[src/rtl/tcp_pkg.sv]
package tcp_pkg;
  typedef enum logic {
    MODE_SLOT  = 1'b0,
    MODE_CHAIN = 1'b1
  } port_mode_e;
endpackage

[src/rtl/tcp_frame_timer.sv]
module tcp_frame_timer #(
  parameter int WORD_W = 16,
  parameter int POS_W  = 3
) (
  input  logic                                   clk,
  input  logic                                   rst,
  input  logic                                   fsync,
  output logic [$clog2(2*WORD_W*(1<<POS_W))-1:0] cnt,
  output logic                                   active,
  output logic [$clog2(2*WORD_W*(1<<POS_W))-1:0] nxt_cnt,
  output logic                                   nxt_active
);
  localparam int FRAME_BITS = 2 * WORD_W * (1 << POS_W);
  localparam int CNT_W      = $clog2(FRAME_BITS);
  localparam logic [CNT_W-1:0] LAST_BIT = '1;
  localparam logic [CNT_W-1:0] ONE      = {{(CNT_W-1){1'b0}}, 1'b1};

  always_comb begin
    nxt_active = fsync | (active && (cnt != LAST_BIT));
    if (fsync)       nxt_cnt = '0;
    else if (active) nxt_cnt = cnt + ONE;
    else             nxt_cnt = cnt;
  end

  always_ff @(posedge clk) begin
    if (rst) begin
      cnt    <= '0;
      active <= 1'b0;
    end else begin
      cnt    <= nxt_cnt;
      active <= nxt_active;
    end
  end


  frame_restart_chk: assert property (@(posedge clk) disable iff (rst)
    fsync |=> (active && cnt == '0));


  frame_end_chk: assert property (@(posedge clk) disable iff (rst)
    (active && cnt == LAST_BIT && !fsync) |=> !active);
endmodule

[src/rtl/tcp_tx_shifter.sv]
module tcp_tx_shifter #(
  parameter int WORD_W = 16,
  parameter int POS_W  = 3
) (
  input  logic                                   clk,
  input  logic                                   rst,
  input  logic                                   fsync,
  input  logic                                   is_chain,
  input  logic [POS_W-1:0]                       slot_pos,
  input  logic [WORD_W-1:0]                      adc_l,
  input  logic [WORD_W-1:0]                      adc_r,
  input  logic                                   sdi,
  input  logic [$clog2(2*WORD_W*(1<<POS_W))-1:0] cnt,
  input  logic                                   active,
  input  logic [$clog2(2*WORD_W*(1<<POS_W))-1:0] nxt_cnt,
  input  logic                                   nxt_active,
  output logic                                   sdo,
  output logic                                   sdo_en
);
  localparam int FRAME_BITS = 2 * WORD_W * (1 << POS_W);
  localparam int CNT_W      = $clog2(FRAME_BITS);
  localparam int PAIR_SH    = $clog2(2 * WORD_W);
  localparam int SR_W       = 2 * WORD_W;

  logic [SR_W-1:0] shreg;
  logic            own_now, own_nxt;

  assign own_now = active     && (cnt[CNT_W-1:PAIR_SH]     == slot_pos);
  assign own_nxt = nxt_active && (nxt_cnt[CNT_W-1:PAIR_SH] == slot_pos);

  always_ff @(posedge clk) begin
    if (rst) begin
      shreg  <= '0;
      sdo_en <= 1'b0;
    end else begin
      sdo_en <= nxt_active && (is_chain || own_nxt);
      if (fsync)
        shreg <= {adc_l, adc_r};
      else if (active && (is_chain || own_now))
        shreg <= {shreg[SR_W-2:0], is_chain ? sdi : 1'b0};
    end
  end

  assign sdo = shreg[SR_W-1];


  own_slot_drive_chk: assert property (@(posedge clk) disable iff (rst)
    (sdo_en && !is_chain && $past(!is_chain) && $stable(slot_pos))
      |-> (active && cnt[CNT_W-1:PAIR_SH] == slot_pos));


  idle_release_chk: assert property (@(posedge clk) disable iff (rst)
    !nxt_active |=> !sdo_en);


  chain_shift_chk: assert property (@(posedge clk) disable iff (rst)
    (is_chain && active && !fsync) |=> (sdo == $past(shreg[SR_W-2])));
endmodule

[src/rtl/tcp_rx_capture.sv]
module tcp_rx_capture #(
  parameter int WORD_W = 16,
  parameter int POS_W  = 3
) (
  input  logic                                   clk,
  input  logic                                   rst,
  input  logic                                   is_chain,
  input  logic [POS_W-1:0]                       slot_pos,
  input  logic                                   sdi,
  input  logic [$clog2(2*WORD_W*(1<<POS_W))-1:0] cnt,
  input  logic                                   active,
  output logic [WORD_W-1:0]                      dac_word,
  output logic                                   dac_chan,
  output logic                                   dac_valid
);
  localparam int FRAME_BITS = 2 * WORD_W * (1 << POS_W);
  localparam int CNT_W      = $clog2(FRAME_BITS);
  localparam int BIT_W      = $clog2(WORD_W);
  localparam int PAIR_SH    = BIT_W + 1;

  logic [WORD_W-1:0] rx;
  logic              own_now;
  logic              last_bit;

  assign own_now  = active && (cnt[CNT_W-1:PAIR_SH] == slot_pos);
  assign last_bit = &cnt[BIT_W-1:0];

  always_ff @(posedge clk) begin
    if (rst) begin
      rx        <= '0;
      dac_word  <= '0;
      dac_chan  <= 1'b0;
      dac_valid <= 1'b0;
    end else begin
      dac_valid <= 1'b0;
      if (!is_chain && own_now) begin
        rx <= {rx[WORD_W-2:0], sdi};
        if (last_bit) begin
          dac_word  <= {rx[WORD_W-2:0], sdi};
          dac_chan  <= cnt[BIT_W];
          dac_valid <= 1'b1;
        end
      end
    end
  end


  strobe_single_chk: assert property (@(posedge clk) disable iff (rst)
    dac_valid |=> !dac_valid);


  strobe_mode_chk: assert property (@(posedge clk) disable iff (rst)
    dac_valid |-> $past(!is_chain));
endmodule

[src/rtl/tdm_cascade_port.sv]
module tdm_cascade_port
  import tcp_pkg::*;
#(
  parameter int WORD_W = 16,
  parameter int POS_W  = 3
) (
  input  logic              clk,
  input  logic              rst,
  input  logic              fsync,
  input  logic              sdi,
  input  logic              chain_mode,
  input  logic [POS_W-1:0]  slot_pos,
  input  logic [WORD_W-1:0] adc_l,
  input  logic [WORD_W-1:0] adc_r,
  output logic              sdo,
  output logic              sdo_en,
  output logic [WORD_W-1:0] dac_word,
  output logic              dac_chan,
  output logic              dac_valid
);
  localparam int FRAME_BITS = 2 * WORD_W * (1 << POS_W);
  localparam int CNT_W      = $clog2(FRAME_BITS);

  port_mode_e       mode;
  logic             is_chain;
  logic [CNT_W-1:0] cnt, nxt_cnt;
  logic             active, nxt_active;

  assign mode     = chain_mode ? MODE_CHAIN : MODE_SLOT;
  assign is_chain = (mode == MODE_CHAIN);

  tcp_frame_timer #(.WORD_W(WORD_W), .POS_W(POS_W)) u_timer (
    .clk        (clk),
    .rst        (rst),
    .fsync      (fsync),
    .cnt        (cnt),
    .active     (active),
    .nxt_cnt    (nxt_cnt),
    .nxt_active (nxt_active)
  );

  tcp_tx_shifter #(.WORD_W(WORD_W), .POS_W(POS_W)) u_tx (
    .clk        (clk),
    .rst        (rst),
    .fsync      (fsync),
    .is_chain   (is_chain),
    .slot_pos   (slot_pos),
    .adc_l      (adc_l),
    .adc_r      (adc_r),
    .sdi        (sdi),
    .cnt        (cnt),
    .active     (active),
    .nxt_cnt    (nxt_cnt),
    .nxt_active (nxt_active),
    .sdo        (sdo),
    .sdo_en     (sdo_en)
  );

  tcp_rx_capture #(.WORD_W(WORD_W), .POS_W(POS_W)) u_rx (
    .clk       (clk),
    .rst       (rst),
    .is_chain  (is_chain),
    .slot_pos  (slot_pos),
    .sdi       (sdi),
    .cnt       (cnt),
    .active    (active),
    .dac_word  (dac_word),
    .dac_chan  (dac_chan),
    .dac_valid (dac_valid)
  );


  reset_quiet_chk: assert property (@(posedge clk)
    rst |=> (!sdo_en && !dac_valid));
endmodule

[config.mk]
export PLATFORM = sky130hd
export DESIGN_NAME = tdm_cascade_port
export DESIGN_NICKNAME = d
export VERILOG_FILES = /design/src/rtl/tcp_pkg.sv /design/src/rtl/tcp_frame_timer.sv /design/src/rtl/tcp_tx_shifter.sv /design/src/rtl/tcp_rx_capture.sv /design/src/rtl/tdm_cascade_port.sv
export SDC_FILE = /design/constraint.sdc
export NUM_CORES = 1
export LEC_CHECK = 0
export CAP_MARGIN = 30
export CORE_MARGIN = 4
export CORE_UTILIZATION = 46
export CTS_BUF_LIST = sky130_fd_sc_hd__clkbuf_8 sky130_fd_sc_hd__clkbuf_16
export DETAILED_ROUTE_END_ITERATION = 7
export PLACE_DENSITY = 0.81
export SYNTH_ARGS = -nofsm -noshare
export SYNTH_HDL_FRONTEND = slang
export SYNTH_SLANG_ARGS = --single-unit
[constraint.sdc]
create_clock -name clk -period 1.57 [get_ports clk]
set_clock_uncertainty 0.1 [all_clocks]
set_input_delay 0.2355 -clock clk [delete_from_list [all_inputs] [get_ports clk]]
set_output_delay 0.2355 -clock clk [all_outputs]
set_load 0.01 [all_outputs]
# Word-level counts from Yosys, hierarchy flattened
# Index checks and enable logic that the tools add are counted.
# totals
register_bits	75
output_inout_bits	20
wordCells	36
# op_classes
n_addsub	1
eq_ne	3
n_mux	7
bitwise	2
reduce_logical	14
# ops
cell	count
$mux W32	2
$mux W8	2
$add A8 B1 Y8 const B	1
$ne A8 B8 Y1 const B	1
$eq A3 B3 Y1	2
$logic_and A1 B1 Y1	6
$reduce_and A5 Y1	1
$reduce_and A4 Y1	1
$reduce_or A2 Y1	2
$mux W1	3
$logic_or A1 B1 Y1	2
$reduce_bool A2 Y1	1
$logic_not A1 Y1	1
$not A1 Y1	1
$or A1 B1 Y1	1

# Logic depth before layout (Yosys ltp)
# Gate-level depths: netlist (run 1).
# logic_depth
depth_word	7
ltp_mapped	9
ltp_nobuf	6

# By module
# A second synthesis (run 1) with hierarchy kept.
# unflattened
cells_unflattened	308
area_unflattened_um2	3201.8
# by_module_without_submodules
mod	instances	cells_each	area_per_inst_um2	seq_area_each_um2
tcp_tx_shifter	1	127	1405.1	660.6
tcp_rx_capture	1	130	1377.6	660.6
tcp_frame_timer	1	51	419.2	180.2

# Worst setup path before layout (run 1)
# OpenSTA, ideal clock, no wires.
# synth_path
path_kind	register to register
start	register u_timer.active
end	register u_rx.dac_word[5]
arrival_ps	1458
path_slack_ps	-120
stages_incl_launch_ff	10
period_less_slack_ps	1690
path_cell_list	dfxtp_1 -> buf_4 -> nor2b_1 -> nand4_1 -> buf_4 -> or2_1 -> buf_4 -> buf_4 -> nand2_1 -> a21oi_1
# synth_between
elab_chain_len	3
# synth_rtl
element	line	source
start, declared	tcp_frame_timer.sv:9	output logic active,
start signal, assigned	tcp_frame_timer.sv:31	active <= nxt_active;
$logic_and A1 B1 Y1	tcp_rx_capture.sv:25	assign own_now = active && (cnt[CNT_W-1:PAIR_SH] == slot_pos);
$logic_and A1 B1 Y1	tcp_rx_capture.sv:36	if (!is_chain && own_now) begin
$reduce_and A5 Y1 (no source line)	-	
end signal, assigned	tcp_rx_capture.sv:39	dac_word <= {rx[WORD_W-2:0], sdi};
end, declared	tcp_rx_capture.sv:12	output logic [WORD_W-1:0] dac_word,
# Every way passes these cells.
# A chain may end at the register's enable or synchronous reset.

# Worst setup path in the final report (run 1)
# layout_path
start	register u_timer.cnt[5]
end	register u_rx.dac_word[12]
# layout_between
elab_chain_len	4
# layout_rtl
element	line	source
start, declared	tcp_frame_timer.sv:8	output logic [$clog2(2*WORD_W*(1<<POS_W))-1:0] cnt,
start signal, assigned	tcp_frame_timer.sv:30	cnt <= nxt_cnt;
$eq A3 B3 Y1	tcp_rx_capture.sv:25	
$logic_and A1 B1 Y1	tcp_rx_capture.sv:25	
$logic_and A1 B1 Y1	tcp_rx_capture.sv:36	
$reduce_and A5 Y1 (no source line)	-	
# Every way passes these cells.

==> run summary, run 1 <==
- clock buffers created by TritonCTS: 9
- switching component of the power: 1000 uW
- die area: 8110 sq um
- Top Layer Used: met4
- cell leakage power: 2.17 nW
- peak supply drop: 0.544 mV
- number of pins exceeding their max-slew limit in the final report: 0
- CTS tree: built
- Avg Inst Size Synth: 9.30 sq um
- multi-input logic area: 1890 sq um
- critical setup path kind: reg2reg
- Yosys Warn Count: 0
- post-route standard cell area excluding fillers: 4800 sq um
- internal power: 3.08 mW
- Net Sw Frac: 24.5%
- fin crit period: 1.64 ns
- f_max: 610 MHz
- overall via count from detail_route: 2755
- total power: 4.08 mW
- sequential element share of the synthesized area: 48.5%
- endpoint kind of the worst setup timing path: flop
- PwrDens: 850 nW/um^2
- Root Driver: sky130_fd_sc_hd__clkbuf_8
- Final period util: 104%
- pin count of the biggest net entering global routing: 28
- sequential share of power: 49.5%
- Port Buffers: 59
- post-synthesis instance area: 3100 sq um
- arrival time at the worst endpoint: 1.75 ns
- WL met2: 3.93 mm
- Rel. slew slack: 71.2%
- distinct cell type count of the synthesized netlist: 29
- met3 routed WL: 531 microns
- total nets after synthesis: 374
- Worst setup startpoint: u_timer.cnt[5]
- via count of the first global-routing pass: 2460
- startpoint of the worst hold path: rst
- M1 WL: 3.26 mm
- failing checks: negative setup slack
- post-detailed-placement cell area: 3910 sq um
- placed wire-length estimate after detailed placement: 4.50 mm
- status: finished, violations left
- Finished Core Util: 74.3%
- Gate Count Post-Synth: 333
- clock tree sinks: 75
- source-to-sink clock delay at the later pin of the worst-skew pair: 0.34 ns
- number of max-cap violations: 0
- highest net fanout along the worst path: 8
- area growth from synthesis to layout: 55.0%
- startpoint of the most critical register-to-register path: u_timer.cnt[5]
- global-route wire length before repair: 11.0 mm
- antenna violations before repair: 0
- Hold Path Class: in2reg
- Yosys reg bits: 75
- total number of nets in the final design: 462
- GR Util All Layers: 16.3%
- storage element area: 1520 sq um
- initial cell density of the core: 47.9%
- wire length after detailed routing: 7.88 mm
- row count: 29
- CORE AREA: 6460 sq um
- layout filler cell count: 449
- critical path data required time: 1.69 ns
- total number of H-tree levels: 3
- DRC viols: 0
- Die Height: 90.0 microns
- critical path startpoint category: flop
- CTS clock-pin slew for the worst setup and hold paths: 0.08 ns
- ratio of cells with drive above 1 in the final layout: 32.9%
- DR vias/cell: 5.49
- violation count after the first detailed-routing iteration: 121
- maximum buffer depth of the clock tree: 2
- aggregate global routing overflow: 0
- RD Place Congestion: 0.774
- DR pass1 iterations: 4
- overall die width: 90.0 microns
- clock network fraction of design power: 36.8%
- final hold violation count: 0
- RSZ-0062 raised after global routing: true
- Routed wire per std cell: 15.7 microns
- Worst Slack Setup Final: -0.0687 ns
- cts hold-fix bufs: 0
- Setup Viol. Count Final: 24
- worst slack at placement: -0.414 ns
- Top-Level Pins: 60
- transition time at the pin with the least slew margin: 0.432 ns
- antenna violation net count after detailed routing: 0
- Antenna diodes: 0
- share of power burned in combinational logic: 13.6%
final cells by class:
cell class	count	share of cell area [%]
repair buffers	101	22.4
well taps	77	2.01
clock inverters	4	1.04
multi-input cells	232	39.5
clock buffers	11	3.16
flip-flops and latches	75	31.8
inverters	2	0.156
path summary, 6_finish.rpt:
| path | endpoint | slack, ns | depth (start not counted) |
|---|---|---|---|
| worst max register to register | u_rx.dac_word[12] | -0.07 | 6 |
| worst min register to register | u_rx.dac_word[4] | 0.36 | 2 |
| worst max-delay path | u_rx.dac_word[12] | -0.07 | 6 |
| worst min-delay path | u_rx.rx[13] | 0.21 | 2 |
metrics by stage:
step           hold WS, ns  setup TNS [ns]  instances
4_1_cts              0.161         -0.0532        490
2_1_floorplan        0.216          -0.303        333
3_5_place_dp         0.351          -22.16        472
5_1_grt              0.225           -3.70        502
6_report             0.209          -0.789        502
3_3_place_gp         0.339          -19.73        472
cells in the mapped netlist (all sizes together):
cell / count / area, sq um
nor2b: 3 / 18.8
and3: 1 / 6.26
xor2: 6 / 52.6
nand4: 5 / 37.5
ha: 1 / 12.5
a21oi: 20 / 100
and2: 1 / 6.26
a21o: 1 / 7.51
clkbuf: 11 / 41.3
a31oi: 1 / 6.26
o21ai: 3 / 18.8
or3: 1 / 6.26
mux2i: 49 / 490
a41o: 1 / 10.0
nand2: 37 / 139
nor3: 2 / 10.0
xnor2: 6 / 52.6
nand3: 2 / 10.0
buf: 13 / 87.6
nor2: 58 / 220
dfxtp: 75 / 1500
a211oi: 32 / 240
or2: 2 / 12.5
inv: 2 / 7.51
routing by layer:
metal	track usage (%)	up-vias
li1	-	1327
met1	19.5	1302
met2	26.8	104
met3	6.51	22
met4	5.61	0
met5	0	-
registers in the layout, indices dropped and copies added, names as in the netlist:
signal	count
u_rx.dac_word	16
u_tx.shreg	32
u_timer.cnt	8
u_timer.active	1
u_rx.dac_valid	1
u_tx.sdo_en	1
u_rx.dac_chan	1
u_rx.rx	15
critical path: stages (launching register included):
cell                        delay, ns
sky130_fd_sc_hd__dfxtp_4         0.37
sky130_fd_sc_hd__xnor2_4         0.18
sky130_fd_sc_hd__nand4_1         0.21
sky130_fd_sc_hd__or2_4           0.34
sky130_fd_sc_hd__clkbuf_16       0.18
sky130_fd_sc_hd__nand2_1         0.07
sky130_fd_sc_hd__a21oi_1         0.06
cells in the final DEF, fill, tap and decap left out, types with 2 or more instances in the layout:
| cell | count |
|---|---|
| sky130_fd_sc_hd__clkdlybuf4s50_1 | 34 |
| sky130_fd_sc_hd__nand2_1 | 22 |
| sky130_fd_sc_hd__inv_1 | 2 |
| sky130_fd_sc_hd__nand2_4 | 12 |
| sky130_fd_sc_hd__a21oi_2 | 13 |
| sky130_fd_sc_hd__dfxtp_4 | 5 |
| sky130_fd_sc_hd__clkbuf_8 | 11 |
| sky130_fd_sc_hd__buf_2 | 2 |
| sky130_fd_sc_hd__dlygate4sd2_1 | 10 |
| sky130_fd_sc_hd__nor2_1 | 55 |
| sky130_fd_sc_hd__a211oi_1 | 4 |
| sky130_fd_sc_hd__nor2b_1 | 3 |
| sky130_fd_sc_hd__nand4_1 | 4 |
| sky130_fd_sc_hd__dfxtp_1 | 67 |
| sky130_fd_sc_hd__xnor2_1 | 3 |
| sky130_fd_sc_hd__nor2_2 | 2 |
| sky130_fd_sc_hd__clkinvlp_4 | 2 |
| sky130_fd_sc_hd__buf_4 | 26 |
| sky130_fd_sc_hd__a211oi_2 | 28 |
| sky130_fd_sc_hd__mux2i_1 | 49 |
| sky130_fd_sc_hd__clkbuf_16 | 4 |
| sky130_fd_sc_hd__xor2_1 | 6 |
| sky130_fd_sc_hd__xnor2_4 | 3 |
| sky130_fd_sc_hd__dlymetal6s2s_1 | 13 |
| sky130_fd_sc_hd__buf_12 | 5 |
| sky130_fd_sc_hd__buf_6 | 7 |
| sky130_fd_sc_hd__nand2_2 | 3 |
| sky130_fd_sc_hd__dfxtp_2 | 3 |
| sky130_fd_sc_hd__a21oi_1 | 7 |
logic make-up (layout without fill, tap and decap cells):
group                    after synthesis  count (layout)  share of synthesized area [%]
buffers and inverters                 26             118                           4.41
AO/OA/AOI/OAI                         58              58                           12.4
flip-flops                            75              75                           48.5
XOR/XNOR                              12              12                           3.40
multiplexers                          49              49                           15.8
AND/OR/NAND/NOR                      112             112                           15.1
adder cells (fa/ha/maj)                1               1                          0.404
power groups by stage:
stage               sequential [mW]  clock [mW]  combinational (mW)
floorplan                      2.05           0               0.240
global placement               2.06           0               0.403
detailed placement             2.06           0               0.413
CTS                            2.02        1.52               0.436
global route                   2.03        1.59               0.599
finish                         2.02        1.50               0.556
what timing repair did:
| action | in CTS | in global routing |
|---|---|---|
| endpoints found under the hold margin | 0 | 0 |
| setup endpoints to repair | 61 | 76 |
| setup buffers | 2 | 8 |
| pin swaps | 2 | 41 |
| gates resized for setup | 21 | 110 |
| gates cloned | 1 | 6 |
Note: power is estimated with default switching activity, not from simulation.
==> inputs of run 2 (changes only) <==
--- a/config.mk
+++ b/config.mk
@@ -11,6 +11,7 @@
 export CTS_BUF_LIST = sky130_fd_sc_hd__clkbuf_8 sky130_fd_sc_hd__clkbuf_16
 export DETAILED_ROUTE_END_ITERATION = 7
 export PLACE_DENSITY = 0.81
+export SLEW_MARGIN = 25
 export SYNTH_ARGS = -nofsm -noshare
 export SYNTH_HDL_FRONTEND = slang
 export SYNTH_SLANG_ARGS = --single-unit
==> constraint.sdc (replaced) <==
create_clock -name clk -period 1.57 [get_ports clk]
set_clock_uncertainty 0.1 [all_clocks]
set_input_delay 0.2355 -clock clk [delete_from_list [all_inputs] [get_ports clk]]
set_output_delay 0.2355 -clock clk [all_outputs]
set_load 0.02 [all_outputs]
==> run 2 against run 1 <==
Net effect: the run still ends with negative setup slack left; core utilization is 5.2 points lower; non-clock buffer count down 7; combinational power shrank 5.0%; critical path type unchanged; highest routed layer unchanged.
==> run summary, run 2 (synthesis results as in run 1) <==
- Root Driver: sky130_fd_sc_hd__clkbuf_8, unchanged
- RD Place Congestion: 0.774, unchanged
- PwrDens: 905 nW/um^2, was 850 nW/um^2
- critical path startpoint category: flop, unchanged
- M1 WL: 3.22 mm, was 3.26 mm
- antenna violation net count after detailed routing: 0, unchanged
- WL met2: 3.51 mm, was 3.93 mm
- commonest non-fill, non-tap cells in the layout: sky130_fd_sc_hd__dfxtp_1 (67), sky130_fd_sc_hd__nor2_1 (56), sky130_fd_sc_hd__mux2i_1 (49), sky130_fd_sc_hd__nand2_1 (36), sky130_fd_sc_hd__clkdlybuf4s50_1 (34), was sky130_fd_sc_hd__dfxtp_1 (67), sky130_fd_sc_hd__nor2_1 (55), sky130_fd_sc_hd__mux2i_1 (49), sky130_fd_sc_hd__clkdlybuf4s50_1 (34), sky130_fd_sc_hd__a211oi_2 (28)
- largest registers ranked by flip-flop count: u_tx.shreg (32), u_rx.dac_word (16), u_rx.rx (15), unchanged
- Worst Slack Setup Final: -0.0694 ns, was -0.0687 ns
- Top-Level Pins: 60, unchanged
- R2R depth: 7, was 6
- pin count of the biggest net entering global routing: 28, unchanged
- kind of cell adding the most delay to the critical path: compound AO/OA/AOI/OAI gates, was simple AND/OR/NAND/NOR gates
- Rel. slew slack: 75.6%, was 71.2%
- RSZ-0062 raised after global routing: true, unchanged
- via count of the first global-routing pass: 2496, was 2460
- overall via count from detail_route: 2642, was 2755
- CORE AREA: 6460 sq um, unchanged
- cell leakage power: 1.94 nW, was 2.17 nW
- final non-filler cell total: 495, was 502
- Die Height: 90.0 microns, unchanged
- flip-flop count of the largest register after layout: 32, unchanged
- crit-path max cell delay: 0.34 ns, was 0.37 ns
- transition time at the pin with the least slew margin: 0.367 ns, was 0.432 ns
- DRC viols: 0, unchanged
- number of buffer and inverter stages on the critical path: 3, was 1
- wire length after detailed routing: 7.25 mm, was 7.88 mm
- Top Layer Used: met4, unchanged
- global-route wire length before repair: 11.3 mm, was 11.0 mm
- DR pass1 iterations: 4, unchanged
- aggregate global routing overflow: 0, unchanged
- clock tree sinks: 75, unchanged
- worst reg2reg setup slack: -0.07 ns, about the same
- depth of the worst hold-timing path: 2, unchanged
- arrival time at the worst endpoint: 1.79 ns, was 1.75 ns
- die area: 8110 sq um, unchanged
- placed cell count: 472, unchanged
- ratio of cells with drive above 1 in the final layout: 24.4%, was 32.9%
- critical setup path kind: reg2reg, unchanged
- total number of H-tree levels: 3, unchanged
- critical path data required time: 1.72 ns, was 1.69 ns
- startpoint of the most critical register-to-register path: u_timer.cnt[6], was u_timer.cnt[5]
- source-to-sink clock delay at the later pin of the worst-skew pair: 0.34 ns, about the same
- multi-input logic area: 1700 sq um, was 1890 sq um
- Critical Path, Cell by Cell: xnor2_2 -> a31oi_2 -> o21ai_4 -> buf_12 -> buf_6 -> buf_16 -> a211oi_1, was xnor2_4 -> nand4_1 -> or2_4 -> clkbuf_16 -> nand2_1 -> a21oi_1
- storage element area: 1520 sq um, about the same
- Min-Delay Endpoint: u_rx.rx[9], was u_rx.rx[13]
- slowest cell on the critical path: sky130_fd_sc_hd__dfxtp_2, was sky130_fd_sc_hd__dfxtp_4
- met3 routed WL: 466 microns, was 531 microns
- placed wire-length estimate after detailed placement: 4.50 mm, unchanged
- aggregate negative setup slack: -0.549 ns, was -0.789 ns
- Antenna diodes: 0, unchanged
- layout filler cell count: 494, was 449
- most frequent standard cell in the layout excluding fill and tap cells: sky130_fd_sc_hd__dfxtp_1, unchanged
- Hold Path Class: in2reg, unchanged
- Routed wire per std cell: 14.6 microns, was 15.7 microns
- clock buffers created by TritonCTS: 9, unchanged
- failing checks: negative setup slack, unchanged
- row count: 29, unchanged
- maximum buffer depth of the clock tree: 2, unchanged
- hold slack final: 0.180 ns, was 0.209 ns
- GR Util All Layers: 16.8%, was 16.3%
- total power: 4.04 mW, was 4.08 mW
- fin crit period: 1.64 ns, about the same
- CTS clock-pin slew for the worst setup and hold paths: 0.07 ns, was 0.08 ns
- DR vias/cell: 5.34, was 5.49
- highest net fanout along the worst path: 13, was 8
- status: finished, violations left, unchanged
- CTS tree: built, unchanged
- number of max-cap violations: 0, unchanged
- cts hold-fix bufs: 0, unchanged
- violation count after the first detailed-routing iteration: 128, was 121
- worst slack at placement: -0.414 ns, unchanged
- Final period util: 104%, about the same
- overall die width: 90.0 microns, unchanged
- peak supply drop: 0.544 mV, about the same
- worst r2r dst: u_tx.shreg[5], was u_rx.dac_word[12]
- area growth from synthesis to layout: 44.1%, was 55.0%
- final hold violation count: 0, unchanged
- Port Buffers: 59, unchanged
- f_max: 610 MHz, about the same
- number of pins exceeding their max-slew limit in the final report: 0, unchanged
- antenna violations before repair: 0, unchanged
- top register by number of flip-flops: u_tx.shreg, unchanged
- Setup Viol. Count Final: 16, was 24
- endpoint kind of the worst setup timing path: flop, unchanged
- initial cell density of the core: 47.9%, unchanged
- startpoint of the worst hold path: rst, unchanged
- total number of nets in the final design: 455, was 462
run 2: area by class of cell:
cell class                      instances  share of cell area [%]
Sequential cell                        75                    34.0
Tap cell                               77                    2.16
Inverter                                2                   0.168
Timing Repair Buffer                   94                    20.9
Multi-Input combinational cell        232                    38.2
Clock inverter                          4                    1.12
Clock buffer                           11                    3.39
run 2: worst max-delay path by stage:
| stage | start | to | cells past startpoint |
|---|---|---|---|
| after floorplan | u_timer.active | u_rx.dac_word[5] | 9 |
| after global placement | slot_pos[2] | u_tx.shreg[14] | 7 |
| after detailed placement | slot_pos[2] | u_tx.shreg[30] | 7 |
| after CTS | u_timer.cnt[5] | u_tx.shreg[10] | 6 |
| after global routing | u_timer.cnt[6] | u_tx.shreg[8] | 7 |
| final | u_timer.cnt[6] | u_tx.shreg[5] | 7 |
run 2: per-layer routing:
layer  track usage (%)  up-vias
met3              6.68        6
met5                 0        -
met1              20.1     1261
met4              5.36        0
met2              27.5       70
li1                  -     1305
run 2: power by group:
part | switching (mW) | leakage [nW] | internal (mW)
sequential | 0.0439 | 0.617 | 1.97
combinational | 0.247 | 1.23 | 0.281
clock | 0.681 | 0.0974 | 0.809
run 2: timing repair:
item	4_1_cts	5_1_grt
buffers inserted	3	4
pin swaps	9	13
cloned	2	1
gates resized for setup	38	39
setup endpoints to repair	72	65
run 2: worst register-to-register path, cell delays in order, from the launching register on:
cell and delay [ns]:
sky130_fd_sc_hd__dfxtp_2 0.34, sky130_fd_sc_hd__xnor2_2 0.15, sky130_fd_sc_hd__a31oi_2 0.28, sky130_fd_sc_hd__o21ai_4 0.09, sky130_fd_sc_hd__buf_12 0.15, sky130_fd_sc_hd__buf_6 0.12, sky130_fd_sc_hd__buf_16 0.15, sky130_fd_sc_hd__a211oi_1 0.19
run 2: per-stage QoR:
| stage | utilization [%] | instance area, sq um |
|---|---|---|
| after detailed placement | 60.6 | 3910 |
| final | 69.1 | 4460 |
| after floorplan | - | 3120 |
| after CTS | 65.6 | 4240 |
| after global routing | 69.1 | 4460 |
| after global placement | 60.6 | 3910 |
==> inputs of run 3 (changes only) <==
--- a/config.mk
+++ b/config.mk
@@ -11,6 +11,7 @@
 export CTS_BUF_LIST = sky130_fd_sc_hd__clkbuf_8 sky130_fd_sc_hd__clkbuf_16
 export DETAILED_ROUTE_END_ITERATION = 7
 export PLACE_DENSITY = 0.81
+export SETUP_SLACK_MARGIN = 0.2
 export SLEW_MARGIN = 25
 export SYNTH_ARGS = -nofsm -noshare
 export SYNTH_HDL_FRONTEND = slang
==> run 3 against run 2 <==
Net effect: the run still ends with negative setup slack left; largest power group unchanged; die area unchanged; core utilization up 4.6 points; global-route usage up 2.0 points; register-to-register slack worse by 0.09 ns; design area up 6.7%; first-iteration DRC count down 48%; non-clock buffer count up 11; hold slack worse by 0.10 ns; sequential power about the same; cell count up 2.4%; power up 4.2%.
==> run summary, run 3 (synthesis results as in run 1) <==
- status: finished, violations left, unchanged
- failing checks: negative setup slack, unchanged
- transition time at the pin with the least slew margin: 0.402 ns, was 0.367 ns
- cts hold-fix bufs: 0, unchanged
- multi-input logic area: 1830 sq um, was 1700 sq um
- Root Driver: sky130_fd_sc_hd__clkbuf_8, unchanged
- number of max-cap violations: 0, unchanged
- largest registers ranked by flip-flop count: u_tx.shreg (32), u_rx.dac_word (16), u_rx.rx (15), unchanged
- die area: 8110 sq um, unchanged
- CTS tree: built, unchanged
- critical path capture point: u_tx.shreg[22], was u_tx.shreg[5]
- via count of the first global-routing pass: 2727, was 2496
- CORE AREA: 6460 sq um, unchanged
- f_max: 577 MHz, was 610 MHz
- flip-flop count of the largest register after layout: 32, unchanged
- Hold Path Class: in2reg, unchanged
- GR Util All Layers: 18.8%, was 16.8%
- commonest non-fill, non-tap cells in the layout: sky130_fd_sc_hd__dfxtp_1 (67), sky130_fd_sc_hd__nor2_1 (53), sky130_fd_sc_hd__mux2i_1 (47), sky130_fd_sc_hd__clkdlybuf4s50_1 (34), was sky130_fd_sc_hd__dfxtp_1 (67), sky130_fd_sc_hd__nor2_1 (56), sky130_fd_sc_hd__mux2i_1 (49), sky130_fd_sc_hd__nand2_1 (36), sky130_fd_sc_hd__clkdlybuf4s50_1 (34)
- RD Place Congestion: 0.787, was 0.774
- number of pins exceeding their max-slew limit in the final report: 0, unchanged
- worst reg2reg setup slack: -0.16 ns, was -0.07 ns
- post-route standard cell area excluding fillers: 4760 sq um, was 4460 sq um
- clock tree sinks: 75, unchanged
- Top-Level Pins: 60, unchanged
- worst r2r dst: u_tx.shreg[22], was u_tx.shreg[5]
- critical setup path kind: reg2reg, unchanged
- worst slack at placement: -0.433 ns, was -0.414 ns
- R2R depth: 8, was 7
- overall via count from detail_route: 2719, was 2642
- Routed wire per std cell: 16.2 microns, was 14.6 microns
- Die Height: 90.0 microns, unchanged
- overall die width: 90.0 microns, unchanged
- layout filler cell count: 442, was 494
- maximum buffer depth of the clock tree: 2, unchanged
- source-to-sink clock delay at the later pin of the worst-skew pair: 0.35 ns, was 0.34 ns
- pin count of the biggest net entering global routing: 35, was 28
- ratio of cells with drive above 1 in the final layout: 34.2%, was 24.4%
- endpoint kind of the worst setup timing path: flop, unchanged
- Antenna diodes: 0, unchanged
- storage element area: 1520 sq um, about the same
- DRC viols: 0, unchanged
- antenna violation net count after detailed routing: 0, unchanged
- aggregate global routing overflow: 0, unchanged
- global-route wire length before repair: 12.6 mm, was 11.3 mm
- total number of H-tree levels: 3, unchanged
- PwrDens: 883 nW/um^2, was 905 nW/um^2
- clock buffers created by TritonCTS: 9, unchanged
- placed wire-length estimate after detailed placement: 4.47 mm, was 4.50 mm
- most frequent standard cell in the layout excluding fill and tap cells: sky130_fd_sc_hd__dfxtp_1, unchanged
- Setup Viol. Count Final: 65, was 16
- cell leakage power: 2.14 nW, was 1.94 nW
- RSZ-0062 raised after global routing: true, unchanged
- fin crit period: 1.73 ns, was 1.64 ns
- arrival time at the worst endpoint: 1.88 ns, was 1.79 ns
- violation count after the first detailed-routing iteration: 67, was 128
- total number of nets in the final design: 466, was 455
- critical path data required time: 1.72 ns, about the same
- critical path startpoint category: flop, unchanged
- row count: 29, unchanged
- aggregate negative setup slack: -4.52 ns, was -0.549 ns
- DR pass1 iterations: 4, unchanged
- DR vias/cell: 5.36, was 5.34
- Port Buffers: 59, unchanged
- initial cell density of the core: 47.9%, unchanged
- highest net fanout along the worst path: 9, was 13
- Worst Slack Setup Final: -0.162 ns, was -0.0694 ns
- wire length after detailed routing: 8.20 mm, was 7.25 mm
- Worst setup startpoint: u_timer.cnt[7], was u_timer.cnt[6]
- top register by number of flip-flops: u_tx.shreg, unchanged
- peak supply drop: 0.549 mV, was 0.544 mV
- area growth from synthesis to layout: 53.8%, was 44.1%
- final hold violation count: 0, unchanged
- antenna violations before repair: 0, unchanged
- CTS clock-pin slew for the worst setup and hold paths: 0.08 ns, was 0.07 ns
- startpoint of the most critical register-to-register path: u_timer.cnt[7], was u_timer.cnt[6]
- Rel. slew slack: 73.2%, was 75.6%
- post-detailed-placement cell area: 3920 sq um, was 3910 sq um
- Final period util: 110%, was 104%
run 3: cell count changes in the layout (fill, tap and decap cells not counted), moves of 4 or more:
cell and delta:
sky130_fd_sc_hd__nand2_2 +4, sky130_fd_sc_hd__clkbuf_2 +10, sky130_fd_sc_hd__nand2_1 -16, sky130_fd_sc_hd__nand2_4 +12
sky130_fd_sc_hd__a21oi_1 -16, sky130_fd_sc_hd__clkdlybuf4s15_1 +6, sky130_fd_sc_hd__buf_6 +9, sky130_fd_sc_hd__a211oi_1 +17
sky130_fd_sc_hd__dlygate4sd2_1 -15, sky130_fd_sc_hd__a21oi_2 +16, sky130_fd_sc_hd__a211oi_2 -17
run 3: what timing repair did:
action,4_1_cts,5_1_grt
setup buffers,11,4
pin swaps,32,15
gates resized for setup,84,73
gates cloned,3,3
endpoints found under the hold margin,0,0
setup endpoints to repair,88,86
run 3: area by class of cell:
type                       instances  area share, %
clock buffer                       9           2.60
clock inverter                     7           2.10
inverter                           2          0.158
multi-input combinational        232           38.5
sequential                        75           32.0
tap                               77           2.02
timing repair buffer             105           22.6
run 3: per-stage QoR:
step | utilization, % | total power [mW] | hold slack (ns) | std cells
2_1_floorplan | - | 2.31 | 0.216 | 333
3_3_place_gp | 60.7 | 2.46 | 0.340 | 470
3_5_place_dp | 60.7 | 2.48 | 0.344 | 470
4_1_cts | 69.2 | 4.15 | 0.0371 | 500
5_1_grt | 73.7 | 4.37 | 0.0597 | 507
6_report | 73.7 | 4.21 | 0.0778 | 507
run 3: power breakdown:
group / internal [mW] / switching [mW]
logic: 0.280 / 0.241
clock network: 0.909 / 0.761
registers: 1.97 / 0.0440
total: 3.16 / 1.05
run 3: how the worst min path moves through the flow:
stage	endpoint	from	slack, ns	cells after the start
after detailed placement	u_rx.dac_word[6]	u_rx.dac_word[6]	0.34	2
after global placement	u_rx.dac_word[0]	u_rx.dac_word[0]	0.34	2
after floorplan	u_timer.active	rst	0.22	1
after CTS	u_rx.dac_valid	rst	0.04	2
final	u_rx.dac_valid	rst	0.08	2
after global routing	u_rx.dac_valid	rst	0.06	2
run 3: worst max-delay path: stages (launching register included):
cell and delay [ns]:
sky130_fd_sc_hd__dfxtp_2 0.34, sky130_fd_sc_hd__xnor2_2 0.14, sky130_fd_sc_hd__buf_4 0.15, sky130_fd_sc_hd__a31oi_4 0.09
sky130_fd_sc_hd__o21ai_4 0.27, sky130_fd_sc_hd__buf_4 0.17, sky130_fd_sc_hd__buf_8 0.12, sky130_fd_sc_hd__nor2_1 0.05
sky130_fd_sc_hd__a211oi_1 0.20
run 3: layer usage:
layer / track usage, % / share of wire, % / up-vias / routed length [microns]
met5: 0 / 0 / - / 0
met4: 8.93 / 1.9 / 0 / 159
met3: 4.59 / 4.0 / 13 / 324
met2: 31.1 / 52 / 66 / 4290
met1: 22.9 / 42 / 1301 / 3420
li1: - / - / 1339 / -
